**config.mk**
```make
export PLATFORM = sky130hd
export DESIGN_NAME = sct_regbank
export DESIGN_NICKNAME = d
export VERILOG_FILES = /design/src/rtl/sct_pkg.sv /design/src/rtl/sct_decode.sv /design/src/rtl/sct_field.sv /design/src/rtl/sct_regbank.sv
export SDC_FILE = /design/constraint.sdc
export NUM_CORES = 1
export LEC_CHECK = 0
export BUFFER_PORTS_ARGS = -buffer_cell sky130_fd_sc_hd__buf_2
export CAP_MARGIN = 20
export CORE_AREA = 4 4 250 252
export CTS_CLUSTER_SIZE = 8
export DETAILED_ROUTE_END_ITERATION = 8
export DIE_AREA = 0 0 254 256
export MAX_ROUTING_LAYER = met4
export PLACE_DENSITY = 0.66
export SETUP_SLACK_MARGIN = 0.4
export SYNTH_ARGS = -nofsm -noshare
export SYNTH_HDL_FRONTEND = slang
export SYNTH_SLANG_ARGS = --single-unit
```
**constraint.sdc**
```tcl
create_clock -name clk -period 2.9 [get_ports clk]
set_input_delay 0.58 -clock clk [delete_from_list [all_inputs] [get_ports clk]]
set_output_delay 0.58 -clock clk [all_outputs]
set_load 0.01 [all_outputs]
```
**src/rtl/sct_pkg.sv**
```systemverilog
package sct_pkg;
  localparam int DW       = 32;
  localparam int NSLOT    = 7;
  localparam int SLW      = $clog2(NSLOT);
  localparam int SRST_BIT = 31;

  // stored-word slots
  localparam int S_PWD  = 0;
  localparam int S_TX   = 1;
  localparam int S_RX   = 2;
  localparam int S_CTRL = 3;
  localparam int S_STAT = 4;
  localparam int S_DBG  = 5;
  localparam int S_DBG1 = 6;

  // word indices that are not alias groups
  localparam int W_STAT = 16;
  localparam int W_D0   = 24;
  localparam int W_VER  = 32;

  localparam logic [DW-1:0] VER_VAL = 32'h0402_0000;
  localparam logic [DW-1:0] D0_VAL  = 32'h0000_0000;

  typedef enum logic [2:0] {OP_NONE, OP_WR, OP_SET, OP_CLR, OP_TOG} op_e;
  typedef enum logic [1:0] {RS_SLOT, RS_VER, RS_D0, RS_ZERO} rsrc_e;

  function automatic logic [DW-1:0] slot_rst(int s);
    case (s)
      S_PWD:   return 32'h001E_1C00;
      S_TX:    return 32'h1006_0607;
      S_CTRL:  return 32'hC020_0000;
      S_DBG:   return 32'h7F18_0000;
      S_DBG1:  return 32'h0000_1000;
      default: return 32'h0000_0000;
    endcase
  endfunction

  // slots reloaded by the soft-reset bit
  function automatic bit slot_soft(int s);
    return (s <= S_CTRL);
  endfunction
endpackage

```
**src/rtl/sct_decode.sv**
```systemverilog
module sct_decode
  import sct_pkg::*;
#(
  parameter int AW = 12
) (
  input  logic [AW-1:0]    addr,
  input  logic             wr_en,
  input  logic             rd_en,
  output logic [NSLOT-1:0] wr_sel,
  output op_e              wr_op,
  output rsrc_e            rd_src,
  output logic [SLW-1:0]   rd_slot,
  output logic             acc_err
);
  localparam int WW = AW - 2;
  localparam int GW = WW - 2;

  logic [WW-1:0]  word;
  logic [GW-1:0]  grp;
  logic [1:0]     sub;
  logic           aligned, in_map, alias_hit, stat_hit, wr_ok;
  logic [SLW-1:0] aslot, tslot;
  op_e            aop;

  assign word    = addr[AW-1:2];
  assign grp     = word[WW-1:2];
  assign sub     = word[1:0];
  assign aligned = (addr[1:0] == 2'b00);
  assign in_map  = aligned && (word <= WW'(W_VER));

  // alias groups: four words per base
  always_comb begin
    alias_hit = 1'b1;
    aslot     = '0;
    case (grp)
      GW'(0):  aslot = SLW'(S_PWD);
      GW'(1):  aslot = SLW'(S_TX);
      GW'(2):  aslot = SLW'(S_RX);
      GW'(3):  aslot = SLW'(S_CTRL);
      GW'(5):  aslot = SLW'(S_DBG);
      GW'(7):  aslot = SLW'(S_DBG1);
      default: alias_hit = 1'b0;
    endcase
  end

  always_comb begin
    case (sub)
      2'd0:    aop = OP_WR;
      2'd1:    aop = OP_SET;
      2'd2:    aop = OP_CLR;
      default: aop = OP_TOG;
    endcase
  end

  assign stat_hit = (word == WW'(W_STAT));
  assign wr_ok    = aligned && (alias_hit || stat_hit);
  assign tslot    = stat_hit ? SLW'(S_STAT) : aslot;
  assign wr_sel   = (wr_en && wr_ok) ? (NSLOT'(1) << tslot) : '0;
  assign wr_op    = (wr_en && wr_ok) ? (stat_hit ? OP_WR : aop) : OP_NONE;
  assign rd_slot  = tslot;

  always_comb begin
    if (!in_map)                    rd_src = RS_ZERO;
    else if (alias_hit || stat_hit) rd_src = RS_SLOT;
    else if (word == WW'(W_VER))    rd_src = RS_VER;
    else if (word == WW'(W_D0))     rd_src = RS_D0;
    else                            rd_src = RS_ZERO;
  end

  assign acc_err = (wr_en && !wr_ok) || (rd_en && !in_map);
endmodule

```
**src/rtl/sct_field.sv**
```systemverilog
module sct_field
  import sct_pkg::*;
#(
  parameter logic [DW-1:0] RST_VAL = '0,
  parameter bit            SOFT    = 1'b0
) (
  input  logic          clk,
  input  logic          rst_n,
  input  logic          sel,
  input  op_e           op,
  input  logic [DW-1:0] wdata,
  input  logic          srst,
  output logic [DW-1:0] q
);
  logic [DW-1:0] nxt;
  logic          reload;

  assign reload = SOFT && srst;

  always_comb begin
    case (op)
      OP_WR:   nxt = wdata;
      OP_SET:  nxt = q | wdata;
      OP_CLR:  nxt = q & ~wdata;
      OP_TOG:  nxt = q ^ wdata;
      default: nxt = q;
    endcase
  end

  always_ff @(posedge clk or negedge rst_n) begin
    if (!rst_n)      q <= RST_VAL;
    else if (reload) q <= RST_VAL;
    else if (sel)    q <= nxt;
  end

  p_hold_r2: assert property (@(posedge clk) disable iff (!rst_n)
    !sel && !reload |=> $stable(q));
  p_write_r2: assert property (@(posedge clk) disable iff (!rst_n)
    sel && op == OP_WR && !reload |=> q == $past(wdata));
  p_set_r3: assert property (@(posedge clk) disable iff (!rst_n)
    sel && op == OP_SET && !reload |=> (q & $past(wdata)) == $past(wdata));
  p_clr_r4: assert property (@(posedge clk) disable iff (!rst_n)
    sel && op == OP_CLR && !reload |=> (q & $past(wdata)) == '0);
  p_tog_r5: assert property (@(posedge clk) disable iff (!rst_n)
    sel && op == OP_TOG && !reload |=> q == ($past(q) ^ $past(wdata)));
  p_reload_r7: assert property (@(posedge clk) disable iff (!rst_n)
    reload |=> q == RST_VAL);
endmodule

```
**src/rtl/sct_regbank.sv**
```systemverilog
module sct_regbank
  import sct_pkg::*;
#(
  parameter int AW = 12
) (
  input  logic          clk,
  input  logic          rst_n,
  input  logic          wr_en,
  input  logic          rd_en,
  input  logic [AW-1:0] addr,
  input  logic [31:0]   wdata,
  output logic [31:0]   rdata,
  output logic          err,
  output logic [31:0]   pwd_q,
  output logic [31:0]   tx_q,
  output logic [31:0]   rx_q,
  output logic [31:0]   ctrl_q,
  output logic [31:0]   status_q,
  output logic [31:0]   debug_q,
  output logic [31:0]   debug1_q
);
  localparam int WW = AW - 2;

  logic [NSLOT-1:0] wr_sel;
  op_e              wr_op;
  rsrc_e            rd_src;
  logic [SLW-1:0]   rd_slot;
  logic             acc_err;
  logic             srst;
  logic [DW-1:0]    q_arr [NSLOT];
  logic [DW-1:0]    rd_val;

  sct_decode #(.AW(AW)) u_dec (
    .addr    (addr),
    .wr_en   (wr_en),
    .rd_en   (rd_en),
    .wr_sel  (wr_sel),
    .wr_op   (wr_op),
    .rd_src  (rd_src),
    .rd_slot (rd_slot),
    .acc_err (acc_err)
  );

  for (genvar i = 0; i < NSLOT; i++) begin : g_slot
    sct_field #(.RST_VAL(slot_rst(i)), .SOFT(slot_soft(i))) u_fld (
      .clk   (clk),
      .rst_n (rst_n),
      .sel   (wr_sel[i]),
      .op    (wr_op),
      .wdata (wdata),
      .srst  (srst),
      .q     (q_arr[i])
    );
  end

  // Soft reset: a direct or OR write with the bit set triggers it. An XOR
  // write triggers it only when the bit is 0 before and so 1 after.
  always_comb begin
    srst = 1'b0;
    if (wr_sel[S_CTRL] && wdata[SRST_BIT]) begin
      case (wr_op)
        OP_WR, OP_SET: srst = 1'b1;
        OP_TOG:        srst = !q_arr[S_CTRL][SRST_BIT];
        default:       srst = 1'b0;
      endcase
    end
  end

  always_comb begin
    case (rd_src)
      RS_SLOT: rd_val = q_arr[rd_slot];
      RS_VER:  rd_val = VER_VAL;
      RS_D0:   rd_val = D0_VAL;
      default: rd_val = '0;
    endcase
  end

  always_ff @(posedge clk or negedge rst_n) begin
    if (!rst_n) begin
      rdata <= '0;
      err   <= 1'b0;
    end else begin
      if (rd_en) rdata <= rd_val;
      err <= acc_err;
    end
  end

  assign pwd_q    = q_arr[S_PWD];
  assign tx_q     = q_arr[S_TX];
  assign rx_q     = q_arr[S_RX];
  assign ctrl_q   = q_arr[S_CTRL];
  assign status_q = q_arr[S_STAT];
  assign debug_q  = q_arr[S_DBG];
  assign debug1_q = q_arr[S_DBG1];

  p_ctrl_rd_r6: assert property (@(posedge clk) disable iff (!rst_n)
    rd_en && addr[1:0] == 2'b00 && addr[AW-1:4] == (AW-4)'(3) |=> rdata == $past(ctrl_q));
  p_srst_load_r7: assert property (@(posedge clk) disable iff (!rst_n)
    srst |=> pwd_q == 32'h001E_1C00 && tx_q == 32'h1006_0607 && rx_q == '0 && ctrl_q == 32'hC020_0000);
  p_srst_keep_r7: assert property (@(posedge clk) disable iff (!rst_n)
    srst |=> $stable(status_q) && $stable(debug_q) && $stable(debug1_q));
  p_clr_nosrst_r8: assert property (@(posedge clk) disable iff (!rst_n)
    wr_sel[S_CTRL] && wr_op == OP_CLR |-> !srst);
  p_tog_srst_r8: assert property (@(posedge clk) disable iff (!rst_n)
    wr_sel[S_CTRL] && wr_op == OP_TOG && wdata[SRST_BIT] && !ctrl_q[SRST_BIT]
    |=> ctrl_q == 32'hC020_0000 && pwd_q == 32'h001E_1C00);
  p_ro_err_r9: assert property (@(posedge clk) disable iff (!rst_n)
    wr_en && addr[1:0] == 2'b00 &&
    (addr[AW-1:2] == WW'(W_VER) || addr[AW-1:2] == WW'(W_D0)) |=> err);
  p_oob_r10: assert property (@(posedge clk) disable iff (!rst_n)
    rd_en && addr[AW-1:2] > WW'(W_VER) |=> err && rdata == '0);
  p_misalign_r10: assert property (@(posedge clk) disable iff (!rst_n)
    (wr_en || rd_en) && addr[1:0] != 2'b00 |=> err);
endmodule

```
==> impl_results.md <==
- Status: complete, no violations
- Multiplexer share of the synthesized area: 1.22%
- Reg-to-Reg Start: g_slot[3].u_fld.q[31]
- Detailed Place HPWL: 66,500 µm
- Seq pwr share: 36.9%
- Post-route clock period utilization: 82.4%
- Async set-reset flop share out of synthesis: 100%
- Critical Path Sink Type: flip-flop
- Final period demand of the worst path: 2.39 ns
- CTS Buf Count: 38
- Post-CTS Setup Bufs: 0
- Complex-gate fraction of the synthesized area: 32.3%
- Synth Area in Simple Gates: 7.39%
- Clk buf depth: 3
- Crit-path max FO: 27
- Post-synth EDFFs: 0
- Critical Path Source: addr[3]
- Post-route antenna net violation count: 0
- Dpl cells: 3,752
- Vias in the first global route: 22,100
- RePlAce Congestion: 0.896
- Initial detailed-routing violation count: 2,421
- Xor and xnor area share after synthesis: 0.0367%
- Htree depth: 2
- Sink Count: 257
- Clock transition at path regs: 0.05 ns
- F_max: 418 MHz
- Crit Path Category: in -> reg
- Largest net degree at the start of global routing: 105
- Die Footprint: 0.0650 mm²
- Net Sw Power: 3.21 mW
- Comb power frac: 20.1%
- Final setup viols: 0
- WL final: 96,800 µm
- Maxcap violations: 0
- Synth Net Count: 3,284
- Via total after detailed routing: 23,900
- CTS tree: yes
- Fin. Hold Viols: 0
- Hold Path Depth: 3
- Yosys warning count: 0
- Clock root buffer: clkbuf_16
- Slew Viols, Final: 0
- Peak VDD IR: 0.327 mV
- Post-Synth Adder-Cell Area: 23.6%
- Die Ht: 256 µm
- PD cells: 351 mW/mm²
- Syn avg cell area: 8.57 µm²
- Seq/Total Area, Yosys: 27.1%
- Power, Total: 9.98 mW
- Clk_lat worst skew: 0.56 ns
- Drt via density: 6.25
- Slew @ Worst Pin: 1.05 ns
- Core Footprint: 0.0601 mm²
- Clk pwr share: 43.0%
- Critical path startpoint category: input port
- Clk_skew: 0.0176 ns
- Grt ovf: 0
- Worst Reg-to-Reg Cells: 4
- WP data required: 3.38 ns
- Cells after Synth: 2,785
- Normalized max-slew margin: 29.8%
- Critical path arrival: 2.87 ns
- Leakage: 13.6 nW
- Initial Utilization: 39.7%
- Min-delay src: wdata[17]
- Main synth FF type: dfrtp_1
- Mapped cell area: 0.0239 mm²
- Sw Share: 32.2%
- Initial antenna violation count: 5
- Filler cell count: 5,831
- GRT Total Usage: 29.3%
- Router iterations before antenna repair: 6
- Largest family of logic cells by synthesized area: compound AO/OA/AOI/OAI gates
- I/O pin total: 305
- Std-Cell Rows: 90
- Power Internal: 6.77 mW
- DR WL/cell: 25.3 µm
- PortBufs: 304
- Setup TNS: 0 ns
- Final nets: 3,510
- Die width: 254 µm
- HP Class: in -> reg
- Netlist cell types: 60
- Area growth syn-to-layout: 19.1%
- Unrepaired setup endpoints after global routing: false
- Synthesized flop and latch total: 257
- Layout cells sized above 1: 17.8%
- Global-route wire length before repair: 144,000 µm
- Post-route non-filler standard cell count: 3,823
- DRC viols: 0
-- path summary, 6_finish.rpt --
check | to | slack (ns)
max | g_slot[1].u_fld.q[12] | 0.51
min | g_slot[2].u_fld.q[17] | 0.36
max reg2reg | g_slot[1].u_fld.q[12] | 0.78
min reg2reg | rdata[10] | 0.49
max in group asynchronous | g_slot[5].u_fld.q[20] | 1.43
min in group asynchronous | g_slot[5].u_fld.q[4] | 0.57
-- state kept, by name (all words and copies together), names as in the netlist --
| register | count |
|---|---|
| err | 1 |
| rdata | 32 |
| g_slot.u_fld.q | 224 |
-- layout make-up --
cell class              instances  area, µm²  share of cell area (%)
multi-input cells            2011      15600                    54.9
repair buffers                441       3280                    11.5
diodes                          4       10.0                  0.0352
clock inverters                 2       13.8                  0.0484
flip-flops and latches        257       6470                    22.8
inverters                     262       1000                    3.52
well taps                     782        978                    3.44
clock buffers                  64       1070                    3.76
-- routing by layer --
layer  routed length (µm)  part of all wire [%]  global-route usage (%)
met1                38500                    40                    37.4
met2                44900                    46                    45.6
met3                 8330                   8.6                    4.85
met4                 5010                   5.2                    13.3
met5                    0                     0                       -
-- logic make-up (layout without fill, tap and decap cells) --
| family | after synthesis | count (layout) |
|---|---|---|
| AND/OR/NAND/NOR | 411 | 411 |
| adder cells (fa/ha/maj) | 451 | 451 |
| other | 0 | 4 |
| XOR/XNOR | 1 | 1 |
| multiplexers | 29 | 29 |
| flip-flops | 257 | 257 |
| AO/OA/AOI/OAI | 1119 | 1119 |
| buffers and inverters | 517 | 769 |
-- worst max-delay path, stage by stage --
cell and delay [ns]:
buf_2 0.17, ha_1 0.22, or4_1 0.58, nand4_1 0.15, nor3_2 0.08, nor2_4 0.81
a32o_1 0.25
-- cells in the mapped netlist, drive strengths merged (3+ instances only) --
master / number / area share [%]
ha: 451 / 24
o21ai: 292 / 6.1
inv: 262 / 4.1
nand2: 234 / 3.7
dfrtp: 229 / 24
clkbuf: 214 / 3.4
o211ai: 178 / 5.6
a21oi: 144 / 3.0
a311oi: 77 / 2.8
a21o: 74 / 2.3
o22ai: 67 / 1.8
nor2: 56 / 0.88
a32o: 54 / 2.3
nor3: 44 / 0.94
nand3: 42 / 0.88
buf: 41 / 0.82
o2bb2ai: 34 / 1.2
o221ai: 33 / 1.2
a221oi: 30 / 1.1
o32ai: 30 / 1.1
mux2i: 29 / 1.2
dfstp: 28 / 3.1
a22o: 25 / 0.92
a31oi: 21 / 0.55
a2bb2oi: 20 / 0.73
a211o: 14 / 0.51
a22oi: 12 / 0.38
nand2b: 6 / 0.16
nor2b: 6 / 0.16
and2: 3 / 0.079
and3: 3 / 0.079
nand4: 3 / 0.079
-- placed cells by master (no fill, tap or decap), types with 4 or more instances in the layout --
master | synthesis | routed
nand3_1 | 42 | 39
clkbuf_16 | 0 | 39
buf_4 | 1 | 80
o21ai_0 | 282 | 281
clkbuf_1 | 214 | 25
a2bb2oi_1 | 20 | 20
a21oi_1 | 144 | 141
dfrtp_1 | 229 | 229
mux2i_1 | 29 | 29
nand2b_1 | 6 | 4
nor3_1 | 43 | 41
buf_12 | 0 | 57
a22o_1 | 25 | 25
nor2b_1 | 6 | 6
o221ai_1 | 33 | 33
diode_2 | 0 | 4
o32ai_1 | 30 | 29
inv_1 | 262 | 260
o211ai_1 | 178 | 178
o22ai_1 | 67 | 67
a221oi_1 | 30 | 30
o2bb2ai_1 | 34 | 34
ha_1 | 451 | 449
a31oi_1 | 21 | 20
dfstp_2 | 28 | 28
a311oi_1 | 77 | 77
a211o_1 | 14 | 14
nand2_1 | 234 | 233
buf_2 | 30 | 302
nor2_1 | 56 | 53
a32o_1 | 54 | 54
o21ai_1 | 10 | 11
a21o_1 | 74 | 73
a22oi_1 | 12 | 12
-- per-stage QoR --
| stage | cell area, µm² | util [%] | hold slack (ns) | setup WS, ns |
|---|---|---|---|---|
| after detailed placement | 27300 | 45.4 | 0.476 | -0.0627 |
| final | 28400 | 47.3 | 0.359 | 0.510 |
| after global placement | 27300 | 45.4 | 0.461 | -0.0151 |
| after CTS | 28400 | 47.2 | 0.337 | 0.521 |
| after global routing | 28400 | 47.3 | 0.383 | 0.420 |
| after floorplan | 24100 | - | 0.284 | 0.386 |
-- repair_timing --
item                                    4_1_cts  5_1_grt
hold buffers                                  1        0
hold endpoints to repair                     12        0
resized for setup                             0        1
endpoints found under the setup margin        0        2
-- power by group through the flow --
| stage | clock network [mW] | registers, mW | logic (mW) |
|---|---|---|---|
| floorplan | 0 | 3.74 | 1.15 |
| global placement | 0 | 3.74 | 1.94 |
| detailed placement | 0 | 3.74 | 1.97 |
| CTS | 4.36 | 3.68 | 1.98 |
| global route | 4.47 | 3.68 | 2.21 |
| finish | 4.29 | 3.68 | 2.01 |
Note: power is estimated with default switching activity, not from simulation.
